**src/rtl/hdlc_mh_pkg.sv**
```systemverilog
package hdlc_mh_pkg;

  // option word, bit0 at the bottom
  typedef struct packed {
    logic fcsPass;   // bit5
    logic crcNoInv;  // bit4
    logic idleMark;  // bit3
    logic dsrAuto;   // bit2
    logic ctsAuto;   // bit1
    logic rtsAuto;   // bit0
  } cfg_t;

  localparam int CFG_W = $bits(cfg_t);

  typedef enum logic [2:0] {
    ST_IDLE,
    ST_LEAD,
    ST_CHECK,
    ST_SEND,
    ST_TAIL
  } txState_t;

  // decisions passed from control to datapath
  typedef struct packed {
    logic txGrant;
    logic rtsDrive;
    logic rxStart;
    logic rxGo;
    logic rxEnd;
    logic fcsReq;
  } ctlStrb_t;

endpackage

```
**src/rtl/hdlc_mh_ctl.sv**
```systemverilog
module hdlc_mh_ctl
  import hdlc_mh_pkg::*;
#(
  parameter int LEAD_BITS = 1,
  parameter int TAIL_BITS = 1
) (
  input  logic     clk,
  input  logic     rstN,
  input  logic     chanEn,
  input  logic     rtsAuto,
  input  logic     ctsAuto,
  input  logic     dsrAuto,
  input  logic     idleMark,
  input  logic     fcsPass,
  input  logic     txPending,
  input  logic     bitTick,
  input  logic     txFrameEnd,
  input  logic     ctsN,
  input  logic     dsrN,
  input  logic     rxFrameStart,
  input  logic     rxFrameEnd,
  input  logic     rxAccept,
  output ctlStrb_t strb
);

  localparam int MAX_BITS = (LEAD_BITS > TAIL_BITS) ? LEAD_BITS : TAIL_BITS;
  localparam int CNT_W = $clog2(MAX_BITS + 1);
  localparam logic [CNT_W-1:0] LEAD_LAST = CNT_W'(LEAD_BITS - 1);
  localparam logic [CNT_W-1:0] TAIL_LAST = CNT_W'(TAIL_BITS - 1);

  txState_t st, stNext;
  logic [CNT_W-1:0] cnt, cntNext;
  logic ctsOk, dsrOk, leadDone, tailDone;

  assign ctsOk = !ctsAuto || !ctsN;
  assign dsrOk = !dsrAuto || !dsrN;
  assign leadDone = bitTick && (cnt == LEAD_LAST);
  assign tailDone = bitTick && (cnt == TAIL_LAST);

  always_comb begin
    stNext = st;
    cntNext = cnt;
    if (!chanEn) begin
      stNext = ST_IDLE;
      cntNext = '0;
    end else begin
      case (st)
        ST_IDLE: begin
          cntNext = '0;
          if (txPending) stNext = idleMark ? ST_LEAD : ST_CHECK;
        end
        ST_LEAD: begin
          if (leadDone) begin
            stNext = ST_CHECK;
            cntNext = '0;
          end else if (bitTick) begin
            cntNext = cnt + 1'b1;
          end
        end
        ST_CHECK: begin
          if (ctsOk) stNext = ST_SEND;
        end
        ST_SEND: begin
          cntNext = '0;
          if (txFrameEnd) stNext = ST_TAIL;
        end
        ST_TAIL: begin
          if (tailDone) begin
            stNext = txPending ? ST_CHECK : ST_IDLE;
            cntNext = '0;
          end else if (bitTick) begin
            cntNext = cnt + 1'b1;
          end
        end
        default: begin
          stNext = ST_IDLE;
          cntNext = '0;
        end
      endcase
    end
  end

  always_ff @(posedge clk or negedge rstN) begin
    if (!rstN) begin
      st <= ST_IDLE;
      cnt <= '0;
    end else begin
      st <= stNext;
      cnt <= cntNext;
    end
  end

  always_comb begin
    strb.txGrant  = chanEn && (st == ST_CHECK) && ctsOk;
    strb.rtsDrive = chanEn && rtsAuto && ((st != ST_IDLE) || txPending);
    strb.rxStart  = rxFrameStart;
    strb.rxGo     = chanEn && dsrOk;
    strb.rxEnd    = rxFrameEnd;
    strb.fcsReq   = rxFrameEnd && rxAccept && fcsPass;
  end

endmodule

```
**src/rtl/hdlc_mh_dp.sv**
```systemverilog
module hdlc_mh_dp
  import hdlc_mh_pkg::*;
(
  input  logic             clk,
  input  logic             rstN,
  input  logic             cfgWr,
  input  logic [CFG_W-1:0] cfgData,
  input  ctlStrb_t         strb,
  output cfg_t             cfgQ,
  output logic             rtsN,
  output logic             txGrant,
  output logic             rxAccept,
  output logic             fcsFwd,
  output logic             crcInvert
);

  always_ff @(posedge clk or negedge rstN) begin
    if (!rstN) begin
      cfgQ <= '0;
    end else if (cfgWr) begin
      cfgQ <= cfg_t'(cfgData);
    end
  end

  always_ff @(posedge clk or negedge rstN) begin
    if (!rstN) begin
      rxAccept <= 1'b0;
      fcsFwd <= 1'b0;
    end else begin
      fcsFwd <= strb.fcsReq;
      if (strb.rxStart) rxAccept <= strb.rxGo;
      else if (strb.rxEnd) rxAccept <= 1'b0;
    end
  end

  assign rtsN = !strb.rtsDrive;
  assign txGrant = strb.txGrant;
  assign crcInvert = !cfgQ.crcNoInv;

endmodule

```
**src/rtl/hdlc_mh_gate.sv**
```systemverilog
module hdlc_mh_gate
  import hdlc_mh_pkg::*;
#(
  parameter int LEAD_BITS = 1,
  parameter int TAIL_BITS = 1
) (
  input  logic       clk,
  input  logic       rstN,
  input  logic       cfgWr,
  input  logic [5:0] cfgData,
  input  logic       chanEn,
  input  logic       txPending,
  input  logic       bitTick,
  input  logic       txFrameEnd,
  input  logic       ctsN,
  input  logic       dsrN,
  input  logic       rxFrameStart,
  input  logic       rxFrameEnd,
  output logic       rtsN,
  output logic       txGrant,
  output logic       rxAccept,
  output logic       fcsFwd,
  output logic       crcInvert
);

  cfg_t cfgQ;
  ctlStrb_t strb;

  hdlc_mh_ctl #(.LEAD_BITS(LEAD_BITS), .TAIL_BITS(TAIL_BITS)) u_ctl (
    .clk(clk), .rstN(rstN), .chanEn(chanEn),
    .rtsAuto(cfgQ.rtsAuto), .ctsAuto(cfgQ.ctsAuto), .dsrAuto(cfgQ.dsrAuto),
    .idleMark(cfgQ.idleMark), .fcsPass(cfgQ.fcsPass),
    .txPending(txPending), .bitTick(bitTick), .txFrameEnd(txFrameEnd),
    .ctsN(ctsN), .dsrN(dsrN), .rxFrameStart(rxFrameStart),
    .rxFrameEnd(rxFrameEnd), .rxAccept(rxAccept), .strb(strb)
  );

  hdlc_mh_dp u_dp (
    .clk(clk), .rstN(rstN), .cfgWr(cfgWr), .cfgData(cfgData), .strb(strb),
    .cfgQ(cfgQ), .rtsN(rtsN), .txGrant(txGrant), .rxAccept(rxAccept),
    .fcsFwd(fcsFwd), .crcInvert(crcInvert)
  );

endmodule

```
**config.mk**
```make
export PLATFORM = sky130hd
export DESIGN_NAME = hdlc_mh_gate
export DESIGN_NICKNAME = d
export VERILOG_FILES = /design/src/rtl/hdlc_mh_pkg.sv /design/src/rtl/hdlc_mh_ctl.sv /design/src/rtl/hdlc_mh_dp.sv /design/src/rtl/hdlc_mh_gate.sv
export SDC_FILE = /design/constraint.sdc
export NUM_CORES = 1
export LEC_CHECK = 0
export BUFFER_PORTS_ARGS = -buffer_cell sky130_fd_sc_hd__buf_2
export CAP_MARGIN = 0
export CORE_MARGIN = 2
export CORE_UTILIZATION = 35
export DETAILED_ROUTE_END_ITERATION = 12
export HOLD_SLACK_MARGIN = 0.1
export PLACE_DENSITY = 0.62
export SETUP_SLACK_MARGIN = 0.1
export SYNTH_ARGS = -nofsm -noshare
export SYNTH_HDL_FRONTEND = slang
export SYNTH_SLANG_ARGS = --single-unit
```
**constraint.sdc**
```tcl
create_clock -name clk -period 1.54 [get_ports clk]
set_clock_uncertainty 0.15 [all_clocks]
set_input_delay 0.077 -clock clk [delete_from_list [all_inputs] [get_ports clk]]
set_output_delay 0.077 -clock clk [all_outputs]
set_load 0.01 [all_outputs]
```
==> metrics, run 1 <==
outcome complete, but fails checks; failing checks negative setup slack; LEAKAGE approximately 0.00049 uW; Period minus WS final 1.591 ns; 1st-pass router iterations 4; total power approximately 1100 uW; synth unique cells 26; Die H 46.49 um; Worst path max stage delay 0.40 ns; WS Path Type reg2out; Max Cap Viol 0; Die W 46.49 um; crit end category output port; IO buf count 21; CTS buffer count 3; worst skew pair latency approximately 0.27 ns; Gate Count Post-Synth 61; Ant. Diodes 0; WL/cell 12.21 um; FMAX approximately 630 MHz; initial antenna violation count 0; sequential cell area fraction in the yosys report 0.4752; nets between 100 and 150; Final period util 1.033; clock-pin slew on the worst setup and hold paths 0.07 ns; Layout area overhead 61.39%; Final WS setup -0.05115 ns; RePlAce Congestion approximately 0.86; CP required between 1 and 1.5 ns; maximum fanout along the worst path 3; CTS tree yes; fill cell count ~160; Power Dens Cells between 1000 and 1500 nW/um2; WHS Path Cells 5; R2R cell count 5; die area approximately 2200 um2; number of global-route vias before repair 647; clock buffer depth 2; Yosys reg bits 12; clock sink total 12; Via density around 4.7; post-route antenna net violation count 0; Slowest cell on crit path dfrtp_1; Ys Warns 0; Mapped Area between 600 and 700 um2; register area ~300 um2; I/O Pins 22; RSZ-0062 raised after global routing true; via count slightly above 600; Data arrival, critical path 1.36 ns; DRC viols 0; crit start category flop; layout cell share with drive strength beyond 1 0.3868; grt total ovfl 0; number of H-tree levels 1; Hold Violations, Final 0; core footprint approximately 1700 um2; fin. max-slew vios 0; HP Class in2reg; largest net degree at the start of global routing 13; area of the multi-input gates roughly 310 um2; Starting Density 0.3700; final instance area about 1000 um2; endpoints failing setup 1; VDD IR max 582.6 uV; Max-slew headroom 0.8139; syn avg cell area about 10 um2; HPWL Detailed ~1000 um; row cnt 15; total track usage 0.1793; root buffer cell clkbuf_4; Worst-Margin Slew around 0.28 ns; CP Cell Sequence or3_4, o211ai_1, buf_2; Routed WL roughly 1600 um; Iter 0 DRT Violations 6; first-pass GRT wire length about 2600 um; Syn Nets 78; Placed Area around 770 um2
-- flip-flops by register name (all words and copies together) (netlist names) --
name	cells
u_dp.cfgQ	6
u_ctl.st	3
u_ctl.cnt	1
u_dp.fcsFwd	1
u_dp.rxAccept	1
-- cells in the mapped netlist (all sizes together) --
cell type / instances / area share
a211oi: 1 / 0.012
a21oi: 1 / 0.0079
a32o: 1 / 0.016
and2: 1 / 0.0099
and2b: 1 / 0.012
and3: 2 / 0.020
buf: 2 / 0.036
clkbuf: 3 / 0.018
dfrtp: 12 / 0.48
inv: 2 / 0.012
mux2: 5 / 0.089
mux2i: 2 / 0.032
nand2: 9 / 0.053
nand4b: 1 / 0.014
nand4bb: 1 / 0.018
nor2: 4 / 0.024
nor3b: 1 / 0.012
o211ai: 2 / 0.024
o21a: 1 / 0.012
o21ai: 4 / 0.038
o22ai: 1 / 0.0099
o32a: 1 / 0.016
or3: 1 / 0.0099
or3b: 1 / 0.018
xnor2: 1 / 0.014
-- stage by stage --
stage / hold WS, ns / setup slack, ns / utilization / instances / setup TNS, ns
floorplan: -0.3686 / 0.007692 / - / 61 / 0
global placement: -0.1801 / 0.02861 / 0.4520 / 107 / 0
detailed placement: -0.1805 / 0.004136 / 0.4520 / 107 / 0
CTS: 0.1448 / -0.07426 / 0.5751 / 129 / -0.07426
global route: 0.1648 / -0.1088 / 0.5971 / 131 / -0.1812
finish: 0.1452 / -0.05115 / 0.5971 / 131 / -0.05115
-- worst max-delay path, delay by kind of cell (launching register included) --
| kind | cells | cell delay [ns] |
|---|---|---|
| AOI/OAI and AO/OA | 1 | 0.16 |
| and+or+nand+nor | 1 | 0.38 |
| buffers and inverters | 1 | 0.15 |
| DFF | 1 | 0.40 |
-- cell usage in the layout, fill, tap and decap left out, types with 2 or more instances in the layout --
cell type       n
and3_1          2
buf_2          20
buf_4           9
buf_6           3
clkbuf_4        3
dfrtp_1        12
dlygate4sd3_1  15
inv_1           2
mux2_1          5
mux2i_1         2
nand2_1         9
nor2_1          3
o211ai_1        2
o21ai_1         3
-- per-layer routing --
metal	vias to the layer above	track usage	part of all wire
li1	307	-	-
met1	288	0.2010	0.40
met2	20	0.2944	0.54
met3	4	0.02745	0.048
met4	0	0.1486	0.016
met5	-	0	0
-- repair_timing --
item | CTS | global route
resized for setup | 1 | 8
hold buffers | 16 | 1
setup endpoints to repair | 4 | 18
pin swaps | 5 | 3
setup buffers | 3 | 3
endpoints found under the hold margin | 24 | 6
-- logic make-up (layout without fill, tap and decap cells) --
group | Yosys count | in the layout | share of synthesized area
AO/OA/AOI/OAI | 12 | 12 | 0.1347
XOR/XNOR | 1 | 1 | 0.01386
buffers and inverters | 7 | 52 | 0.06535
flip-flops | 12 | 12 | 0.4753
multiplexers | 7 | 7 | 0.1208
AND/OR/NAND/NOR | 22 | 22 | 0.1901
-- worst paths after layout --
check / end / start / slack, ns
min: u_ctl.st[1] / txPending / 0.15
max reg2reg: u_ctl.st[1] / u_ctl.st[1] / 0.02
max in group asynchronous: u_ctl.st[1] / rstN / 0.42
min reg2reg: u_dp.cfgQ[0] / u_dp.cfgQ[0] / 0.34
min in group asynchronous: u_dp.cfgQ[5] / rstN / 0.60
max: rtsN / u_ctl.st[0] / -0.05
-- area by class of cell --
cell class,count,share of cell area
multi-input combinational,42,0.3006
inverter,2,0.007362
sequential,12,0.2945
clock buffer,3,0.02209
tap,25,0.03067
timing repair buffer,47,0.3448
-- power breakdown --
part	internal, uW	total, uW	switching (uW)
logic	273	491	218
registers	356	382	26.2
clock network	90.4	188	97.2
total	719	1060	341
(Power assumes the default switching activity.)
==> inputs of run 2 (changes only) <==
- RECOVER_POWER: not set -> 50
==> run 2 against run 1 <==
  * Hold slack better by 0.0017 ns
  * Clock-buffer cell count unchanged
  * The run still ends with negative setup slack left
  * Core utilization down 0.22 points
  * Critical path depth unchanged
  * Register-to-register slack about the same
  * Global-route usage unchanged
  * Largest cell class unchanged
  * Critical path type unchanged
  * First-iteration DRC count up 17%
  * Sequential cell count unchanged
  * Setup slack better by 0.0017 ns
==> metrics, run 2 (synthesis gave the netlist of run 1 again) <==
crit start category flop; CTS buffer count 3; number of global-route vias before repair roughly 650; root buffer cell clkbuf_4; Period minus WS final 1.589 ns; Via density ~4.8; total track usage 0.1793; die area approximately 2200 um2; CP required ~1.3 ns; HPWL Detailed 1031 um; RePlAce Congestion 0.8581; Ant. Diodes 0; row cnt 15; outcome complete, but fails checks; DRC viols 0; Placed Area roughly 770 um2; Power Dens Cells about 1000 nW/um2; Die H between 40 and 50 um; crit end category output port; I/O Pins 22; total power about 1100 uW; LEAKAGE 0.0004769 uW; fin. max-slew vios 0; Data arrival, critical path 1.36 ns; IO buf count 21; Starting Density 0.3700; Worst path max stage delay 0.40 ns; largest net degree at the start of global routing 13; grt total ovfl 0; most frequent cells in the layout 16 x buf_2, 15 x dlygate4sd3_1, 12 x dfrtp_1, 9 x nand2_1, 9 x buf_4; Die W roughly 46 um; HP Class in2reg; largest registers u_dp.cfgQ (6), u_ctl.st (3); layout cell share with drive strength beyond 1 0.3585; Worst Path Buf+Inv 1; Worst-Margin Slew roughly 0.31 ns; Iter 0 DRT Violations 7; final instance area approximately 1000 um2; Most flops, register u_dp.cfgQ; Largest register FFs 6; worst skew pair latency between 0.2 and 0.3 ns; initial antenna violation count 0; RSZ-0062 raised after global routing true; WL/cell 12.22 um; Max Cap Viol 0; via count just over 600; endpoints failing setup 1; clock-pin slew on the worst setup and hold paths 0.07 ns; clock buffer depth 2; Final period util 1.032; FMAX ~630 MHz; post-route antenna net violation count 0; nets between 100 and 150; Hold Violations, Final 0; Routed WL around 1600 um; VDD IR max a little under 600 uV; Layout area overhead 60.79%; number of H-tree levels 1; WS Path Type reg2out; Max-slew headroom 0.7926; failing checks negative setup slack; commonest non-fill, non-tap cell in the layout buf_2; 1st-pass router iterations 4; CP Cell Sequence or3_4, o211ai_1, buf_2; setup TNS -0.04946 ns; core footprint between 1500 and 2000 um2; critical path's top delay family flip-flops; clock sink total 12; CTS tree yes; Slowest cell on crit path dfrtp_1; maximum fanout along the worst path 3; Final WS setup -0.04946 ns; first-pass GRT wire length between 2000 and 3000 um
[run 2: cell count changes in the layout (fill, tap and decap cells not counted), sizes merged]
cell	delta
clkbuf	+4
buf	-4
[run 2: path summary, 6_finish.rpt]
kind,start,end,slack (ns),depth (start not counted)
worst max-delay path,u_ctl.st[0],rtsN,-0.05,3
worst min-delay path,txPending,u_ctl.st[1],0.15,5
worst max register to register,u_ctl.st[1],u_ctl.st[1],0.02,5
worst min register to register,u_dp.cfgQ[0],u_dp.cfgQ[0],0.34,1
max in group asynchronous,rstN,u_ctl.st[1],0.39,3
min in group asynchronous,rstN,u_dp.cfgQ[5],0.62,3
[run 2: layer usage]
metal / vias to the layer above / share of wire / global-route usage
li1: 307 / - / -
met3: 4 / 0.042 / 0.02745
met2: 18 / 0.54 / 0.2944
met5: - / 0 / 0
met4: 0 / 0.014 / 0.1486
met1: 294 / 0.40 / 0.2010
[run 2: repair_timing]
item                       in CTS  in global routing
gates resized for setup         1                  8
pin swaps                       5                  3
buffers inserted                3                  3
setup endpoints to repair       4                 18
hold endpoints to repair       24                  6
hold buffers                   16                  1
[run 2: cell type report]
cell class | count | area, um2
clock buffer | 3 | 22.52
inverter | 2 | 7.507
sequential | 12 | 300.3
tap | 25 | 31.28
timing repair buffer | 47 | 347.8
fill | 159 | 691.9
multi-input combinational | 42 | 306.5
[run 2: power breakdown]
part           leakage [uW]  internal [uW]  switching [uW]
clock             0.0000138           90.4            96.1
sequential         0.000151            356            26.4
combinational      0.000312            271             218
total              0.000477            717             340
[run 2: worst reg2reg max path: cells and delay by family, from the launching register on]
kind / cells / cell delay [ns]
AO/OA/AOI/OAI: 2 / 0.43
buffers and inverters: 2 / 0.27
flip-flops: 1 / 0.39
multiplexers: 1 / 0.21
[run 2: through the flow]
stage	util	instances	setup WS, ns	hold WS (ns)
global route	0.5949	131	-0.1088	0.1648
CTS	0.5751	129	-0.07426	0.1448
global placement	0.4520	107	0.02861	-0.1801
detailed placement	0.4520	107	0.004136	-0.1805
finish	0.5949	131	-0.04946	0.1469
floorplan	-	61	0.007692	-0.3686
